==> src/rtl/sci_pkg.sv <==
package sci_pkg;
   localparam logic [1:0] A_CTRL = 2'd0;
   localparam logic [1:0] A_STAT = 2'd1;
   localparam logic [1:0] A_DIV  = 2'd2;
   localparam logic [1:0] A_DATA = 2'd3;

   typedef enum logic [1:0] {RX_IDLE, RX_START, RX_DATA, RX_STOP} rx_state_t;

   // bit 0 is tx_on ... bit 6 is wake_by_addr
   typedef struct packed {
      logic wake_by_addr;
      logic sleep_req;
      logic par_odd;
      logic par_on;
      logic nine;
      logic rx_on;
      logic tx_on;
   } ctrl_t;
endpackage

==> src/rtl/sci_baud.sv <==
module sci_baud #(
   parameter int DIV_W = 13
) (
   input  logic             clk,
   input  logic             rst_n,
   input  logic [DIV_W-1:0] div,
   output logic             tick
);
   localparam int CNT_W = DIV_W + 1;

   logic [CNT_W-1:0] cnt;
   logic [CNT_W-1:0] lim;

   if (DIV_W < 2 || DIV_W > 16) begin : g_bad_div
      $error("sci_baud: DIV_W must lie in 2..16");
   end

   assign lim = {div, 1'b0} - {{(CNT_W-1){1'b0}}, 1'b1};

   always_ff @(posedge clk or negedge rst_n) begin
      if (!rst_n) begin
         cnt  <= '0;
         tick <= 1'b0;
      end else if (div == '0) begin
         cnt  <= '0;
         tick <= 1'b0;
      end else if (cnt >= lim) begin
         cnt  <= '0;
         tick <= 1'b1;
      end else begin
         cnt  <= cnt + 1'b1;
         tick <= 1'b0;
      end
   end

   // ticks are never closer than two clocks
   assert_tick_spacing_R2: assert property (@(posedge clk) disable iff (!rst_n)
      tick |=> !tick);
   // a zero divisor stops the tick
   assert_zero_div_stops_R2: assert property (@(posedge clk) disable iff (!rst_n)
      (div == '0) |=> !tick);
endmodule

==> src/rtl/sci_tx.sv <==
module sci_tx #(
   parameter int OVR = 16
) (
   input  logic       clk,
   input  logic       rst_n,
   input  logic       tick,
   input  logic       en,
   input  logic       nine,
   input  logic       par_on,
   input  logic       par_odd,
   input  logic       wr,
   input  logic [8:0] wdata,
   output logic       txd,
   output logic       hold_empty,
   output logic       idle
);
   localparam int SW = $clog2(OVR);
   localparam logic [SW-1:0] S_LAST = SW'(OVR - 1);

   logic [8:0]    hold;
   logic          hold_full;
   logic          busy;
   logic [SW-1:0] tcnt;
   logic [3:0]    left;
   logic [10:0]   sh;
   logic [8:0]    word;
   logic [10:0]   frame;

   always_comb begin
      word = hold;
      if (!nine) word[8] = 1'b0;
      if (par_on) begin
         if (nine) word[8] = (^hold[7:0]) ^ par_odd;
         else      word[7] = (^hold[6:0]) ^ par_odd;
      end
      frame = nine ? {1'b1, word, 1'b0} : {2'b11, word[7:0], 1'b0};
   end

   always_ff @(posedge clk or negedge rst_n) begin
      if (!rst_n) begin
         hold      <= '0;
         hold_full <= 1'b0;
         busy      <= 1'b0;
         tcnt      <= '0;
         left      <= '0;
         sh        <= '1;
      end else begin
         if (tick) begin
            if (!busy) begin
               if (hold_full && en) begin
                  sh        <= frame;
                  busy      <= 1'b1;
                  tcnt      <= '0;
                  left      <= nine ? 4'd11 : 4'd10;
                  hold_full <= 1'b0;
               end
            end else begin
               tcnt <= tcnt + 1'b1;
               if (tcnt == S_LAST) begin
                  sh   <= {1'b1, sh[10:1]};
                  left <= left - 4'd1;
                  if (left == 4'd1) busy <= 1'b0;
               end
            end
         end
         if (wr) begin
            hold      <= wdata;
            hold_full <= 1'b1;
         end
      end
   end

   assign txd        = busy ? sh[0] : 1'b1;
   assign hold_empty = !hold_full;
   assign idle       = !busy && !hold_full;

   // every frame opens with a space start bit
   assert_start_space_R3: assert property (@(posedge clk) disable iff (!rst_n)
      $rose(busy) |-> !txd);
   // the shifter only loads from a full holding register
   assert_load_from_hold_R5: assert property (@(posedge clk) disable iff (!rst_n)
      $rose(busy) |-> $past(hold_full));
endmodule

==> src/rtl/sci_rx.sv <==
module sci_rx
   import sci_pkg::*;
#(
   parameter int OVR  = 16,
   parameter int SYNC = 2
) (
   input  logic       clk,
   input  logic       rst_n,
   input  logic       tick,
   input  logic       en,
   input  logic       nine,
   input  logic       par_on,
   input  logic       par_odd,
   input  logic       wake_by_addr,
   input  logic       sleep_set,
   input  logic       rd,
   input  logic       rxd,
   output logic [8:0] data,
   output logic       full,
   output logic       ovr,
   output logic       noise_f,
   output logic       frame_f,
   output logic       par_f,
   output logic       asleep
);
   localparam int SW  = $clog2(OVR);
   localparam int MID = OVR / 2;
   localparam int IDW = $clog2(OVR * 11 + 1);
   localparam logic [SW-1:0] S_A   = SW'(MID - 2);
   localparam logic [SW-1:0] S_B   = SW'(MID - 1);
   localparam logic [SW-1:0] S_C   = SW'(MID);
   localparam logic [SW-1:0] S_END = SW'(OVR - 1);

   if (OVR < 8 || (OVR & (OVR - 1)) != 0) begin : g_bad_ovr
      $error("sci_rx: OVR must be a power of two of at least 8");
   end
   if (SYNC < 2) begin : g_bad_sync
      $error("sci_rx: SYNC must be at least 2");
   end

   logic [SYNC-1:0] sy;
   logic            rxs;
   rx_state_t       st;
   logic [SW-1:0]   scnt;
   logic [1:0]      v;
   logic [3:0]      bitn;
   logic [8:0]      rsh;
   logic            fnoise;
   logic [IDW-1:0]  icnt;
   logic [IDW-1:0]  thr;
   logic            maj, nz, perr, accept;
   logic [8:0]      fin;

   always_comb begin
      rxs    = sy[SYNC-1];
      maj    = (v[0] & v[1]) | (v[0] & rxs) | (v[1] & rxs);
      nz     = !((v[0] == v[1]) && (v[1] == rxs));
      fin    = nine ? rsh : {1'b0, rsh[8:1]};
      perr   = par_on && ((^fin) != par_odd);
      accept = (!asleep || (wake_by_addr && rsh[8])) && !sleep_set;
      thr    = nine ? IDW'(OVR * 11) : IDW'(OVR * 10);
   end

   always_ff @(posedge clk or negedge rst_n) begin
      if (!rst_n) begin
         sy <= '1;  st <= RX_IDLE;  scnt <= '0;  v <= '0;  bitn <= '0;
         rsh <= '0;  fnoise <= 1'b0;  icnt <= '0;  data <= '0;  full <= 1'b0;
         ovr <= 1'b0;  noise_f <= 1'b0;  frame_f <= 1'b0;  par_f <= 1'b0;
         asleep <= 1'b0;
      end else begin
         sy <= {sy[SYNC-2:0], rxd};
         if (rd) begin
            full <= 1'b0;  ovr <= 1'b0;  noise_f <= 1'b0;
            frame_f <= 1'b0;  par_f <= 1'b0;
         end
         if (tick) begin
            if (!en) begin
               st <= RX_IDLE;
            end else if (st == RX_IDLE) begin
               if (!rxs) begin
                  st     <= RX_START;
                  scnt   <= SW'(1);
                  fnoise <= 1'b0;
               end
            end else begin
               scnt <= scnt + 1'b1;
               if (scnt == S_A) v[0] <= rxs;
               if (scnt == S_B) v[1] <= rxs;
               if (scnt == S_C) begin
                  case (st)
                     RX_START: if (maj) st <= RX_IDLE; else fnoise <= nz;
                     RX_DATA: begin
                        rsh    <= {maj, rsh[8:1]};
                        fnoise <= fnoise | nz;
                     end
                     RX_STOP: begin
                        st <= RX_IDLE;
                        if (accept) begin
                           asleep <= 1'b0;
                           if (full && !rd) begin
                              ovr <= 1'b1;
                           end else begin
                              data    <= fin;
                              full    <= 1'b1;
                              noise_f <= fnoise | nz;
                              frame_f <= !maj;
                              par_f   <= perr;
                           end
                        end
                     end
                     default: ;
                  endcase
               end
               if (scnt == S_END) begin
                  if (st == RX_START) begin
                     st   <= RX_DATA;
                     bitn <= '0;
                  end else if (st == RX_DATA) begin
                     bitn <= bitn + 4'd1;
                     if (bitn == (nine ? 4'd8 : 4'd7)) st <= RX_STOP;
                  end
               end
            end
            if (!rxs || st != RX_IDLE) begin
               icnt <= '0;
            end else if (icnt != thr) begin
               icnt <= icnt + 1'b1;
               if (icnt == thr - IDW'(1) && asleep && !wake_by_addr) asleep <= 1'b0;
            end
         end
         if (sleep_set) begin
            asleep <= 1'b1;
            icnt   <= '0;
         end
      end
   end

   // a word is never delivered while the receiver sleeps
   assert_no_data_asleep_R13: assert property (@(posedge clk) disable iff (!rst_n)
      $rose(full) |-> !asleep);
   // overrun only arises over a held word
   assert_overrun_needs_full_R9: assert property (@(posedge clk) disable iff (!rst_n)
      $rose(ovr) |-> $past(full));
   // the noise flag always belongs to a held word
   assert_noise_with_word_R7: assert property (@(posedge clk) disable iff (!rst_n)
      $rose(noise_f) |-> full);
endmodule

==> src/rtl/sci_wake.sv <==
module sci_wake
   import sci_pkg::*;
#(
   parameter int DIV_W = 13,
   parameter int OVR   = 16,
   parameter int SYNC  = 2
) (
   input  logic        clk,
   input  logic        rst_n,
   input  logic [1:0]  addr,
   input  logic        wr_en,
   input  logic        rd_en,
   input  logic [15:0] wdata,
   output logic [15:0] rdata,
   input  logic        rxd,
   output logic        txd
);
   ctrl_t            ctrl;
   logic [DIV_W-1:0] div;
   logic             tick;
   logic             tx_empty, tx_idle;
   logic [8:0]       rx_data;
   logic             rx_full, rx_ovr, rx_noise, rx_frame, rx_par, rx_asleep;
   logic             wr_data, rd_data, sleep_set;
   logic             unused_wbits;

   assign wr_data      = wr_en && (addr == A_DATA);
   assign rd_data      = rd_en && (addr == A_DATA);
   assign sleep_set    = wr_en && (addr == A_CTRL) && wdata[5];
   assign unused_wbits = ^wdata;

   always_ff @(posedge clk or negedge rst_n) begin
      if (!rst_n) begin
         ctrl <= '0;
         div  <= '0;
      end else if (wr_en) begin
         if (addr == A_CTRL) ctrl <= ctrl_t'(wdata[6:0]);
         if (addr == A_DIV)  div  <= wdata[DIV_W-1:0];
      end
   end

   always_comb begin
      case (addr)
         A_CTRL:  rdata = {9'b0, ctrl};
         A_STAT:  rdata = {8'b0, rx_asleep, rx_par, rx_frame, rx_noise,
                           rx_ovr, rx_full, tx_idle, tx_empty};
         A_DIV:   rdata = {{(16-DIV_W){1'b0}}, div};
         default: rdata = {7'b0, rx_data};
      endcase
   end

   sci_baud #(.DIV_W(DIV_W)) u_baud (
      .clk(clk), .rst_n(rst_n), .div(div), .tick(tick));

   sci_tx #(.OVR(OVR)) u_tx (
      .clk(clk), .rst_n(rst_n), .tick(tick), .en(ctrl.tx_on), .nine(ctrl.nine),
      .par_on(ctrl.par_on), .par_odd(ctrl.par_odd), .wr(wr_data),
      .wdata(wdata[8:0]), .txd(txd), .hold_empty(tx_empty), .idle(tx_idle));

   sci_rx #(.OVR(OVR), .SYNC(SYNC)) u_rx (
      .clk(clk), .rst_n(rst_n), .tick(tick), .en(ctrl.rx_on), .nine(ctrl.nine),
      .par_on(ctrl.par_on), .par_odd(ctrl.par_odd), .wake_by_addr(ctrl.wake_by_addr),
      .sleep_set(sleep_set), .rd(rd_data), .rxd(rxd), .data(rx_data),
      .full(rx_full), .ovr(rx_ovr), .noise_f(rx_noise), .frame_f(rx_frame),
      .par_f(rx_par), .asleep(rx_asleep));

   // the line rests at mark whenever the transmitter is idle
   assert_idle_mark_R1: assert property (@(posedge clk) disable iff (!rst_n)
      tx_idle |-> txd);
endmodule

==> config.mk <==
export PLATFORM = sky130hd
export DESIGN_NAME = sci_wake
export DESIGN_NICKNAME = d
export VERILOG_FILES = /design/src/rtl/sci_pkg.sv /design/src/rtl/sci_baud.sv /design/src/rtl/sci_tx.sv /design/src/rtl/sci_rx.sv /design/src/rtl/sci_wake.sv
export SDC_FILE = /design/constraint.sdc
export NUM_CORES = 1
export LEC_CHECK = 0
export ABC_AREA = 1
export ABC_CLOCK_PERIOD_IN_PS = 3300
export BUFFER_PORTS_ARGS = -buffer_cell sky130_fd_sc_hd__buf_2
export CAP_MARGIN = 20
export CORE_MARGIN = 10
export CORE_UTILIZATION = 60
export DETAILED_ROUTE_END_ITERATION = 8
export PLACE_DENSITY = 0.79
export SKIP_CTS_REPAIR_TIMING = 1
export SKIP_LAST_GASP = 1
export SYNTH_ARGS = -nofsm -noshare
export SYNTH_HDL_FRONTEND = slang
export SYNTH_SLANG_ARGS = --single-unit
==> constraint.sdc <==
create_clock -name clk -period 3.3 [get_ports clk]
set_clock_uncertainty 0.05 [all_clocks]
set_input_delay 0.825 -clock clk [delete_from_list [all_inputs] [get_ports clk]]
set_output_delay 0.825 -clock clk [all_outputs]
set_load 0.01 [all_outputs]
* Yosys cells after proc, flatten, opt, wreduce, memory -nomap -nowiden *
Index checks and enable logic that the tools add are counted.

storage, ports and cells
  register bits = 112
  input bits = 23
  output and inout port bits = 17
  word-level logic and storage cells = 231

operators by class
  $add $sub $neg = 8
  $lt $le $gt $ge = 1
  eq/ne operators = 23
  muxes and demuxes = 104
  bitwise logic cells = 10
  reductions and logical operators = 53

operator list
  cell                                                number
  2-to-1 mux 1 bit                                    69
  2-to-1 mux 4 bit                                    10
  case mux 13 bit (3 select lines)                    1
  2-to-1 mux 11 bit                                   3
  2-to-1 mux 8 bit                                    4
  2-to-1 mux 14 bit                                   2
  2-to-1 mux 2 bit                                    10
  adder 14 x 1 -> 14 bit, second input constant       1
  >= comparator 14 bit                                1
  nonzero test 2 bit                                  7
  subtractor 14 x 1 -> 14 bit, second input constant  1
  logical AND 1 bit                                   13
  zero test 13 bit                                    1
  adder 4 x 1 -> 4 bit, second input constant         3
  equality test 4 bit, second input constant          3
  2-to-1 mux 10 bit                                   1
  AND reduction 2 bit                                 5
  AND reduction 5 bit                                 2
  zero test 1 bit                                     9
  2-to-1 mux 9 bit                                    1
  AND reduction 3 bit                                 3
  parity 9 bit                                        1
  adder 8 x 1 -> 8 bit, second input constant         1
  equality test 2 bit, second input constant          4
  28 further kinds                                    43

* Logic depth before layout (Yosys ltp) *
  depth after elaboration = 15
  mapped depth = 18
  depth with buffers taken out = 17

* By module *
Synthesis repeated with hierarchy kept, for this count alone.

unflattened totals
  cell total of the unflattened synthesis = 915
  area total of the unflattened synthesis = 7,005.5 µm²

modules (own cells, without submodules)
  module    times used  cells an instance  area each (µm²)  sequential area each (µm²)
  sci_rx    1           368                2,902.8          1,178.6
  sci_tx    1           207                1,600.3          738.2
  sci_baud  1           183                1,305.0          375.4
  sci_wake  1           157                1,197.4          500.5

* Least setup slack after synthesis *
OpenSTA, ideal clock, no wires.

  kind = register to register
  from = register div[0]
  to = register u_baud.cnt[3]
  library setup time = 0.071 ns
  arrival time = 2.411 ns
  data required time = 3.179 ns
  slack = 0.768 ns
  stages on the path, launching flop included = 19
  path buffers = 1
  clock period less this slack = 2.532 ns
  cell sequence = dfrtp_1 > inv_1 > ha_1 > inv_1 > nor2_2 > nand4_2 > nor2_2 > nand2_2 > nor2_2 > nand2_2 > nand2_1 > inv_1 > ha_1 > a21oi_1 > o21ai_0 > a21oi_1 > nand3_4 > buf_6 > nor2_1

on the way
  word-level cells in the longest chain between the ends = 4
  elaborated cells between the ends (all ways) = 5
  classes of those cells = add/sub: 1; order compare: 1; mux: 2; reduce/logical: 1

ends and longest elaborated chain
  what                         RTL line        text
  start: declaration           sci_wake.sv:19  logic [DIV_W-1:0] div;
  start signal: assignment     sci_wake.sv:38  if (addr == A_DIV) div <= wdata[DIV_W-1:0];
  subtractor 14 x 1 -> 14 bit  sci_baud.sv:18  assign lim = {div, 1'b0} - {{(CNT_W-1){1'b0}}, 1'b1};
  >= comparator 14 bit         sci_baud.sv:27  end else if (cnt >= lim) begin
  2-to-1 mux 14 bit            sci_baud.sv:27
  2-to-1 mux 14 bit *          sci_baud.sv:24  end else if (div == '0) begin
  end signal: assignment       sci_baud.sv:31  cnt <= cnt + 1'b1;
  end: declaration             sci_baud.sv:11  logic [CNT_W-1:0] cnt;

Every way passes the cells marked *; elsewhere a longest branch is shown, timed or not.
A chain may end at the register's enable or synchronous reset.

* Final worst setup path *
  from = register div[0]
  to = register u_baud.cnt[13]

Same word-level chain as after synthesis.

==> out/summary.txt <==
Slowest-stage cell, CP -> dfrtp_1
critical path arrival -> 3.13 ns
Routed WL -> 13700 microns
Detail Route Antenna Nets -> 0
Initial Util -> 61.2%
crit path capture type -> flop
first-pass GRT wire length -> 23200 microns
FFs w/ async S/R, synth -> 100%
First DRT Iteration DRCs -> 531
crit-path max cell delay -> 0.46 ns
crit-path cells -> inv_1, ha_1, inv_1, nor2_2, nand4_2, nor2_2, nand2_2, nor2_2, nand2_2, nand2_1, inv_1, ha_1, a21oi_1, o21ai_0, a21oi_1, nand3_4, nor2_1
Post-Place Worst Slack -> 0.452 ns
most common flop cell mapped by yosys -> dfrtp_1
Buf/Inv on CP -> 3
Crit path max-delay family -> simple AND/OR/NAND/NOR gates
register area -> 0.00279 sq mm
initial antenna violation count -> 0
crit-path max FO -> 14
Leakage -> 3.47 nW
Inserted Diodes -> 0
GR Overflow Total -> 0
WP data required -> 3.57 ns
MaxCap Viol Count -> 0
worst reg2reg setup slack -> 0.43 ns
Slew Viols, Final -> 0
Layout Cells excl Fill -> 1036
Design Area, Final -> 0.00698 sq mm
wire per inst -> 13.2 microns
cts bufs inserted -> 9
Critical Path Start Type -> flop
Vias -> 5399
vias in the first global route -> 4958
CTS tree -> yes
Synth Area per Inst -> 7.67 sq um
clk slew on worst S/H paths -> 0.10 ns
Cell variety after synth -> 42
Fillers -> 953
I/O pins -> 40
Final Cycle Share -> 86.9%
share of cells above drive strength 1 -> 11.6%
largest net degree at the start of global routing -> 69
Synth-to-Final Area Change -> 5.66%
nets@finish -> 945
CTS max path bufs -> 2
Peak VDD IR -> 0.000280 V
synthesized area -> 0.00661 sq mm
Core Region -> 0.0108 sq mm
status -> completed
Die Wd -> 125 microns
# placed instances -> 1020
Post-synth EDFFs -> 0
CTS sink cnt -> 111
placed inst area -> 0.00683 sq mm
Setup violations, final -> 0
RSZ-0062 raised after global routing -> no
dpl hpwl -> 10400 microns
port bufs -> 33
footprint of the multi-input gates -> 0.00319 sq mm
min cycle time layout -> 2.87 ns
htree depth -> 3
CTS Root Cell -> clkbuf_8
Routability Congestion -> 0.871
Final Worst Setup Slack -> 0.434 ns
die area -> 0.0156 sq mm
worst slew pin tran -> 0.621 ns
TNS Setup -> 0 ns
Rel. slew slack -> 58.6%
routed vias/inst -> 5.21
CP Depth -> 17
Hold Path Class -> input port to async pin
FF-to-FF path depth -> 17
Seq cells post-synth -> 111
Row Count -> 38
Total GRT Usage -> 17.5%
Crit Path Class -> flop to flop
drt drc -> 0
1st-pass router iterations -> 5
PwrDens -> 456 mW/mm^2
Mapped Cells -> 862
YS warnings -> 0
Final Hold Viols -> 0
die height -> 125 microns
sequential-to-total area share from yosys stat -> 42.3%
Clock Latency Late Sink -> 0.39 ns
FMAX -> 349 MHz
## report_power, final
group          total (mW)  switching [mW]  internal, mW  leakage [nW]
sequential           1.69           0.171          1.51          1.43
clock               0.713           0.438         0.275        0.0784
combinational       0.788           0.489         0.299          1.97
total                3.19            1.10          2.09          3.47
## sequential cells by signal, indices dropped and copies added (netlist names), 7 cells and up
name	count
ctrl	7
div	13
u_baud.cnt	14
u_rx.data	9
u_rx.icnt	8
u_rx.rsh	9
u_tx.hold	9
u_tx.sh	10
## kinds of logic after synthesis
family	Yosys count	synth area share, %
adder cells (fa/ha/maj)	31	5.87
AND/OR/NAND/NOR	413	27.1
other	1	0.0567
flip-flops	111	42.3
AO/OA/AOI/OAI	142	12.2
XOR/XNOR	22	2.92
buffers and inverters	142	9.56
## synthesized netlist by cell type, types with 2 or more instances
master     count  share of area, %
xnor2_1        3              0.40
o21ai_1       14               1.1
nand3_1       47               3.6
and2_1         2              0.19
nand2_4        4              0.68
nand3b_1       3              0.34
o211ai_1       2              0.23
a31oi_1        8              0.76
inv_2          8              0.45
nor2_2         4              0.38
nand4_1        8              0.76
clkbuf_1       4              0.23
a21oi_1       31               2.3
nand2_2        7              0.66
nor3_1        13              0.98
nor2_1        78               4.4
nor2_4         2              0.34
nand2_1      237                13
nor4_1         2              0.19
o2111ai_1      7              0.93
dfstp_2       12               4.8
o21ai_0       63               4.8
xor2_1        19               2.5
ha_1          31               5.9
inv_1        111               6.3
dfrtp_1       99                37
o22ai_1        2              0.19
o21ai_2       12               1.6
buf_6          9               1.5
buf_4          7              0.80
buf_2          2              0.15
## final timing paths
path,to,startpoint
min reg2reg,u_rx.sy[1],u_rx.sy[0]
max reg2reg,u_baud.cnt[13],div[0]
min in group clk,u_rx.sy[1],u_rx.sy[0]
max in group asynchronous,u_rx.sy[0],rst_n
max,u_baud.cnt[13],div[0]
min,u_baud.cnt[10],rst_n
## placed cells by master, fill, tap and decap left out, drive strengths merged, types with 3 or more instances in the layout
master   instances
clkbuf          14
dfstp           12
conb             3
inv            120
nand2          248
xor2            19
nand3           49
nand4            9
nand3b           3
nor3            14
xnor2            3
o21ai           89
o2111ai          7
buf             38
a31oi            8
a21oi           31
ha              31
nor2            85
dfrtp           99
## routing by layer
metal	track usage (%)	part of all wire (%)	routed length [microns]
met4	5.22	1.8	240
met3	3.76	3.9	537
met1	22.5	48	6520
met5	0	0	0
met2	28.8	47	6370
## cell type report
cell class	count	share of cell area (%)
clock inverter	2	0.143
sequential	111	40.0
inverter	120	6.49
timing repair buffer	38	3.12
multi-input combinational	611	45.7
clock buffer	14	2.04
tap	140	2.51
## through the flow
stage	hold WS, ns	util [%]	power, mW
after detailed placement	0.298	63.3	2.50
final	0.220	64.7	3.19
after CTS	0.214	64.7	3.21
after global routing	0.216	64.7	3.41
after floorplan	0.295	-	2.27
after global placement	0.297	63.3	2.46
(Power assumes the default switching activity.)
